`config.mk`:
```
export PLATFORM = sky130hd
export DESIGN_NAME = vwin_pulse_gen
export DESIGN_NICKNAME = d
export VERILOG_FILES = /design/src/rtl/vwin_pkg.sv /design/src/rtl/vwin_cfg_regs.sv /design/src/rtl/vwin_hwin.sv /design/src/rtl/vwin_vwin.sv /design/src/rtl/vwin_pulse_gen.sv
export SDC_FILE = /design/constraint.sdc
export NUM_CORES = 1
export LEC_CHECK = 0
export CAP_MARGIN = 20
export CORE_UTILIZATION = 57
export CTS_BUF_LIST = sky130_fd_sc_hd__clkbuf_8
export DETAILED_ROUTE_END_ITERATION = 8
export PLACE_DENSITY = 0.87
export SLEW_MARGIN = 20
export SYNTH_ARGS = -nofsm -noshare
export SYNTH_HDL_FRONTEND = slang
export SYNTH_SLANG_ARGS = --single-unit
```
`constraint.sdc`:
```
create_clock -name clk -period 2.9 [get_ports clk]
set_input_delay 0.58 -clock clk [delete_from_list [all_inputs] [get_ports clk]]
set_output_delay 0.58 -clock clk [all_outputs]
set_load 0.005 [all_outputs]
```
`src/rtl/vwin_pkg.sv`:
```
package vwin_pkg;

    localparam int ADDR_W    = 3;
    localparam int DATA_W    = 8;
    localparam int COARSE_W  = 8;
    localparam int HCNT_W    = 11;
    localparam int VCNT_W    = 10;
    localparam int FINE_W    = 2;
    localparam int VHI_W     = VCNT_W - DATA_W;
    localparam int FINE_TAPS = (1 << FINE_W) - 1;

    localparam logic [ADDR_W-1:0] ADR_HSTART = 3'd0;
    localparam logic [ADDR_W-1:0] ADR_HSTOP  = 3'd1;
    localparam logic [ADDR_W-1:0] ADR_VSTLO  = 3'd2;
    localparam logic [ADDR_W-1:0] ADR_VSPLO  = 3'd3;
    localparam logic [ADDR_W-1:0] ADR_VHI    = 3'd4;
    localparam logic [ADDR_W-1:0] ADR_CTRL   = 3'd5;

    typedef struct packed {
        logic [COARSE_W-1:0] h_start;
        logic [COARSE_W-1:0] h_stop;
        logic [VCNT_W-1:0]   v_start;
        logic [VCNT_W-1:0]   v_stop;
        logic                step4;
        logic [FINE_W-1:0]   fine;
    } cfg_t;

    function automatic logic [HCNT_W-1:0] coarse_pos(input logic [COARSE_W-1:0] c,
                                                     input logic step4);
        return step4 ? (HCNT_W'(c) << 2) : (HCNT_W'(c) << 1);
    endfunction

endpackage

```
`src/rtl/vwin_cfg_regs.sv`:
```
module vwin_cfg_regs
    import vwin_pkg::*;
(
    input  logic              clk,
    input  logic              rst,
    input  logic              we,
    input  logic [ADDR_W-1:0] addr,
    input  logic [DATA_W-1:0] wdata,
    input  logic              line_ref,
    output cfg_t              act
);
    cfg_t shadow;

    always_ff @(posedge clk) begin
        if (rst) begin
            shadow <= '0;
        end else if (we) begin
            case (addr)
                ADR_HSTART: shadow.h_start <= wdata;
                ADR_HSTOP:  shadow.h_stop  <= wdata;
                ADR_VSTLO:  shadow.v_start[DATA_W-1:0] <= wdata;
                ADR_VSPLO:  shadow.v_stop[DATA_W-1:0]  <= wdata;
                ADR_VHI: begin
                    shadow.v_start[VCNT_W-1:DATA_W] <= wdata[VHI_W-1:0];
                    shadow.v_stop[VCNT_W-1:DATA_W]  <= wdata[2*VHI_W-1:VHI_W];
                end
                ADR_CTRL: begin
                    shadow.step4 <= wdata[0];
                    shadow.fine  <= wdata[FINE_W:1];
                end
                default: ;
            endcase
        end
    end

    always_ff @(posedge clk) begin
        if (rst)           act <= '0;
        else if (line_ref) act <= shadow;
    end
endmodule

```
`src/rtl/vwin_hwin.sv`:
```
module vwin_hwin
    import vwin_pkg::*;
(
    input  logic              clk,
    input  logic              rst,
    input  logic              line_ref,
    input  cfg_t              act,
    output logic [HCNT_W-1:0] hcnt,
    output logic              h_pulse
);
    logic [HCNT_W-1:0]    hs_pos;
    logic [HCNT_W-1:0]    he_pos;
    logic                 raw;
    logic [FINE_TAPS-1:0] dly;
    logic [FINE_TAPS:0]   taps;

    always_ff @(posedge clk) begin
        if (rst || line_ref)  hcnt <= '0;
        else if (hcnt != '1) hcnt <= hcnt + 1'b1;
    end

    always_comb begin
        hs_pos = coarse_pos(act.h_start, act.step4);
        he_pos = coarse_pos(act.h_stop, act.step4);
        raw    = (hcnt >= hs_pos) && (hcnt < he_pos);
    end

    always_ff @(posedge clk) begin
        if (rst) dly <= '0;
        else     dly <= {dly[FINE_TAPS-2:0], raw};
    end

    assign taps    = {dly, raw};
    assign h_pulse = taps[act.fine];
endmodule

```
`src/rtl/vwin_vwin.sv`:
```
module vwin_vwin
    import vwin_pkg::*;
(
    input  logic              clk,
    input  logic              rst,
    input  logic              line_ref,
    input  logic              field_ref,
    input  cfg_t              act,
    output logic [VCNT_W-1:0] vcnt,
    output logic              v_win
);
    always_ff @(posedge clk) begin
        if (rst || field_ref)                vcnt <= '0;
        else if (line_ref && vcnt != '1)     vcnt <= vcnt + 1'b1;
    end

    assign v_win = (vcnt >= act.v_start) && (vcnt < act.v_stop);
endmodule

```
`src/rtl/vwin_pulse_gen.sv`:
```
module vwin_pulse_gen
    import vwin_pkg::*;
(
    input  logic              clk,
    input  logic              rst,
    input  logic              line_ref_i,
    input  logic              field_ref_i,
    input  logic              cfg_we_i,
    input  logic [ADDR_W-1:0] cfg_addr_i,
    input  logic [DATA_W-1:0] cfg_wdata_i,
    output logic              h_pulse_o,
    output logic              v_win_o,
    output logic              wen_o
);
    cfg_t              act_cfg;
    logic [HCNT_W-1:0] h_cnt;
    logic [VCNT_W-1:0] v_cnt;

    vwin_cfg_regs u_cfg (
        .clk      (clk),
        .rst      (rst),
        .we       (cfg_we_i),
        .addr     (cfg_addr_i),
        .wdata    (cfg_wdata_i),
        .line_ref (line_ref_i),
        .act      (act_cfg)
    );

    vwin_hwin u_h (
        .clk      (clk),
        .rst      (rst),
        .line_ref (line_ref_i),
        .act      (act_cfg),
        .hcnt     (h_cnt),
        .h_pulse  (h_pulse_o)
    );

    vwin_vwin u_v (
        .clk       (clk),
        .rst       (rst),
        .line_ref  (line_ref_i),
        .field_ref (field_ref_i),
        .act       (act_cfg),
        .vcnt      (v_cnt),
        .v_win     (v_win_o)
    );

    assign wen_o = h_pulse_o & v_win_o;
endmodule

```
### After elaboration in Yosys (flattened, before gate mapping)

Index checks and enable logic that the tools add are counted.

| storage, ports and cells | value |
|---|---|
| register bits after elaboration | 102 |
| input port bits | 16 |
| output and inout bits | 3 |
| logic and storage cells | 48 |

| operators by class | value |
|---|---|
| add/subtract/negate cells | 2 |
| magnitude comparators | 5 |
| eq/ne operators | 7 |
| mux-type cells | 4 |
| bitwise gates (word level) | 1 |
| reduce and logical (&&, ||, !) cells | 12 |

Operator list:

| cell | number |
|---|---|
| 10-bit two-way mux | 2 |
| 2-bit AND reduction | 6 |
| 11-bit by 1-bit adder with 11-bit output (second input constant) | 1 |
| 11-bit greater-or-equal comparator | 1 |
| 11-bit less-than comparator | 1 |
| 11-bit inequality test (second input constant) | 1 |
| 10-bit by 1-bit adder with 10-bit output (second input constant) | 1 |
| 10-bit greater-or-equal comparator | 1 |
| 10-bit less-than comparator | 1 |
| 10-bit inequality test (second input constant) | 1 |
| 3-bit by 2-bit == test with 1-bit output (second input constant) | 2 |
| 3-bit == test (second input constant) | 2 |
| 3-bit by 1-bit == test with 1-bit output (second input constant) | 1 |
| 1-bit logical AND | 3 |
| 3-bit logical NOT | 1 |
| 2-bit by 3-bit less-than comparator with 1-bit output (second input constant) | 1 |
| 1-bit binary-select mux with 2-bit select | 1 |
| 1-bit logical OR | 2 |
| 1-bit bitwise AND | 1 |
| 1-bit two-way mux | 1 |

### Longest topological paths before layout

| logic depth | value |
|---|---|
| depth after elaboration | 6 |
| depth in mapped cells | 10 |
| gate-level depth less buffers | 8 |

### Cells and area by module

Synthesis repeated with hierarchy kept, for this count alone.

| second synthesis, totals | value |
|---|---|
| cell total of the unflattened synthesis | 514 |
| area total of the unflattened synthesis | 5013.6 µm² |

By module, submodules not included:

| module | times used | cells an instance | area an instance (µm²) | sequential area each (µm²) |
|---|---|---|---|---|
| vwin_cfg_regs | 1 | 269 | 2960.3 | 1561.5 |
| vwin_hwin | 1 | 125 | 1132.3 | 280.3 |
| vwin_vwin | 1 | 119 | 914.6 | 200.2 |
| vwin_pulse_gen | 1 | 1 | 6.3 | 0.0 |

### Worst setup path after synthesis

OpenSTA, ideal clock, no wires.

| path | value |
|---|---|
| path kind | register to output |
| start point | register u_cfg.act[2] (netlist name) |
| end point | output port wen_o |
| arrival | 2306 ps |
| slack | 14 ps |
| stages on the path, launching flop included | 11 |
| path buffers | 2 |
| cell sequence | dfxtp_1 buf_6 clkbuf_1 mux2i_1 ha_1 or4b_1 o2111ai_1 a21o_1 nor3b_2 a21o_2 o311a_1 |

| on the way | value |
|---|---|
| cells in the longest elaborated chain, start to end | 6 |
| elaborated cells on any way between the ends | 8 |
| classes of those cells | order compare: 2; mux: 4; bitwise: 1; reduce/logical: 1 |

RTL lines:

| what | RTL line | RTL |
|---|---|---|
| 10-bit two-way mux | vwin_pkg.sv:30 | `return step4 ? (HCNT_W'(c) << 2) : (HCNT_W'(c) << 1);` |
| 11-bit greater-or-equal comparator / 11-bit less-than comparator (equally long branches) | vwin_hwin.sv:25 | `raw = (hcnt >= hs_pos) && (hcnt < he_pos);` |
| 1-bit logical AND (*) | vwin_hwin.sv:25 |  |
| 1-bit binary-select mux with 2-bit select (*) | vwin_hwin.sv:34 | `assign h_pulse = taps[act.fine];` |
| 1-bit two-way mux (implied by the code) (*) | vwin_hwin.sv:34 |  |
| via h_pulse_o | vwin_pulse_gen.sv:11 | `output logic h_pulse_o,` |
| 1-bit bitwise AND (*) | vwin_pulse_gen.sv:48 | `assign wen_o = h_pulse_o & v_win_o;` |
| end, declared | vwin_pulse_gen.sv:13 | `output logic wen_o` |

Mark *: on every way through the listed nets, which the timed path passes. The rest lies on a longest branch. The select of a mux whose other input is x is not followed.

### Worst setup path in the final report

| path | value |
|---|---|
| start point | register u_cfg.act[2] (netlist name) |
| end point | output port wen_o |

| on the way | value |
|---|---|
| cells in the longest elaborated chain, start to end | 6 |
| elaborated cells on any way between the ends | 8 |
| classes of those cells | order compare: 2; mux: 4; bitwise: 1; reduce/logical: 1 |

RTL lines:

| what | RTL line |
|---|---|
| 10-bit two-way mux | vwin_pkg.sv:30 |
| 11-bit greater-or-equal comparator / 11-bit less-than comparator (equally long branches) | vwin_hwin.sv:25 |
| 1-bit logical AND (*) | vwin_hwin.sv:25 |
| 1-bit binary-select mux with 2-bit select (*) | vwin_hwin.sv:34 |
| 1-bit two-way mux (implied by the code) (*) | vwin_hwin.sv:34 |
| 1-bit bitwise AND (*) | vwin_pulse_gen.sv:48 |

Mark *: on every way between the ends. The rest lies on a longest branch, timed or not. The select of a mux whose other input is x is not followed.

==> reports/metrics.yaml <==
status: "finished, violations left"
violations: "negative setup slack"
cp-end-kind: "output pin"
core_um2: 8180
dpl_cell_area_um2: 5210
critPathLaunchType: "register"
gp_congestion: 0.882
antenna_cells: 0
power_frac_comb: 0.077
drtIter0Drc: 295
postSynthCellCount: 546
grt.total_usage: 0.272
crit_top_cell: "buf_4"
max_freq_mhz: 292
crit_family: "simple AND/OR/NAND/NOR gates"
min_period_ns: 3.42
power.switching_mw: 0.666
wl_mm: 12.0
drtPass1Iterations: 5
cts-root-buf: "clkbuf_8"
vias: 4111
setup_ws_ns: -0.519
die_w_um: 93.9
grt_pass1_wl_mm: 18.5
synth-edff-count: 0
synthArstFlopShare: 0
clock_sinks: 102
finalMaxSlewViolations: 0
hold_buffers: 0
placed_cells: 671
tightest_slew_ns: 0.622
drc: 0
final_area_um2: 5720
wire_per_inst_um: 17.2
grt_pass1_vias: 3816
power_density_nw_per_um2: 443
via_per_inst: 5.90
crit_chain: "buf_4 > buf_4 > mux2i_1 > ha_2 > or4b_4 > o2111ai_2 > a21o_1 > nor3b_2 > a21o_2 > buf_4 > o311a_1 > buf_2"
clk_pin_slew_ns: 0.11
ys_seq_area_frac: 0.424
fp.dieArea_um2: 8820
start_util: 0.589
ys_ff_latch: 102
avgSynthCellArea_um2: 8.82
syn2layout_area_growth_pct: 18.8
synth_warnings: 0
p_seq_frac: 0.566
synth.net_count: 600
rsz0062_at_grt: "true"
arrival_ns: 2.84
cp_slowest_stage_delay_ns: 0.50
path_class: "reg2out"
htreeDepth: 3
skew_ns: 0.00887
hold_viol: 0
fin_crit_sh: 1.18
cts_tree: "built"
whs_ns: 0.465
fp-row-count: 33
synthTopCellsByCount: "102 x dfxtp_1, 82 x nand2_1, 73 x nor2_1"
ant_nets: 0
io_pins: 19
antenna_found_initial: 0
intPower_mw: 1.87
clkLatencyLatePin_ns: 0.37
drive_above_1_share: 0.176
synthDistinctLibCells: 42
io_buffers: 18
p_leak_nw: 2.33
critPathMaxFanout: 3
slew_headroom: 0.585
syn-cell-area_um2: 4810
yosysMostFrequentCell: "dfxtp_1"
cts_made_buffers: 9
grt-ovfl-total: 0
fill_cells: 573
synth_area_leaders: "dfxtp_1 42%, mux2i_1 13%, ha_1 9.9%"
final_nets: 641
synth_area_leader_cell: "dfxtp_1"
slowest_stage: "or4b_4"
clk_path_buf_depth: 2
ir_worst_vdd_uv: 406
p_clk_frac: 0.357
finalNonFillerCells: 697
final.setup.tns_ns: -0.953
final_util: 0.699
fp.dieH_um: 93.9
dp_hpwl_mm: 7.61
worstHoldPathType: "reg2reg"
finalSetupViolCount: 2
sw_frac_of_total: 0.263
cp.required_ns: 2.32
grt_max_degree: 67
synth-main-ff-cell: "dfxtp_1"
maxCapViolCount: 0
critPathBufInv: 4
synth_top_cell_area_share: 0.424
==> path summary, 6_finish.rpt <==
path,startpoint,end,slack [ns],depth (start not counted)
min,u_cfg.shadow[31],u_cfg.shadow[31],0.46,2
min reg2reg,u_cfg.shadow[31],u_cfg.shadow[31],0.46,2
max reg2reg,u_cfg.act[2],u_h.dly[0],0.82,10
max,u_cfg.act[2],wen_o,-0.52,12
==> power groups by stage <==
stage / Clock [mW] / Sequential (mW) / Combinational [mW]
finish: 0.904 / 1.43 / 0.195
global placement: 0 / 1.46 / 0.162
detailed placement: 0 / 1.47 / 0.169
CTS: 0.906 / 1.43 / 0.182
global route: 0.959 / 1.44 / 0.210
floorplan: 0 / 1.46 / 0.106
==> flip-flops by register name, summed over array words and instances (netlist names) <==
name          count
u_cfg.act        39
u_cfg.shadow     39
u_h.hcnt         11
u_v.vcnt         10
u_h.dly           3
==> final cells by class <==
cell class,count,area (um^2),share of cell area
Inverter,26,97.6,0.0171
Clock buffer,10,138,0.0241
Sequential cell,102,2060,0.360
Multi-Input combinational cell,394,2760,0.483
Timing Repair Buffer,54,463,0.0810
Clock inverter,6,67.6,0.0118
Tap cell,105,131,0.0230
==> metrics by stage <==
step / worst slack, ns / total power, mW
6_report: -0.519 / 2.53
5_1_grt: -0.601 / 2.60
4_1_cts: -0.434 / 2.52
3_5_place_dp: -0.443 / 1.63
3_3_place_gp: -0.339 / 1.63
2_1_floorplan: 0.0142 / 1.57
==> cells in the final DEF (no fill, tap or decap), types with 3 or more instances in the layout <==
cell type / synthesis / final
and3_1: 5 / 4
clkbuf_8: 0 / 10
nand3_1: 8 / 8
nor2_1: 73 / 71
dfxtp_2: 0 / 10
xnor2_1: 8 / 8
dfxtp_1: 102 / 91
ha_1: 38 / 31
buf_6: 1 / 4
or2_2: 4 / 4
nand4_1: 6 / 6
buf_4: 0 / 31
inv_1: 26 / 22
and2_1: 3 / 3
mux2i_1: 63 / 60
ha_4: 0 / 6
nor2b_1: 6 / 6
xor2_1: 6 / 6
a21oi_2: 0 / 3
nor3_1: 4 / 4
nand2_1: 82 / 82
inv_2: 0 / 4
a21o_1: 6 / 6
clkdlybuf4s50_1: 0 / 13
buf_2: 3 / 4
a21oi_1: 49 / 46
==> layer usage <==
layer,share of wire,GRT usage,up-vias
li1,-,-,1938
met1,0.44,0.360,1959
met2,0.47,0.438,166
met3,0.058,0.0494,48
met4,0.033,0.112,0
met5,0,0,-
==> what timing repair did <==
| item | 4_1_cts | 5_1_grt |
|---|---|---|
| endpoints found under the setup margin | 3 | 3 |
| resized for setup | 31 | 34 |
| setup buffers | 9 | 2 |
| pin swaps | 11 | 11 |
| gates cloned | 0 | 0 |
==> cells by family (layout without fill, tap and decap cells) <==
group	count (synthesis)	count (layout)	share of synthesized area
muxes	63	63	0.131
buffers and inverters	50	96	0.0413
adders and majority gates	38	38	0.0988
DFF	102	102	0.424
xor gates and xnor gates	14	14	0.0255
and+or+nand+nor	204	204	0.187
AOI/OAI and AO/OA	75	75	0.0920
==> worst reg2reg max path: stages (launching register included) <==
cell	delay (ns)
dfxtp_4	0.40
buf_8	0.14
buf_6	0.10
mux2i_1	0.17
ha_1	0.28
a21oi_2	0.14
nor2b_1	0.06
o41ai_1	0.32
o21ai_1	0.19
nand2_1	0.11
nor2_1	0.04
(Power assumes the default switching activity.)
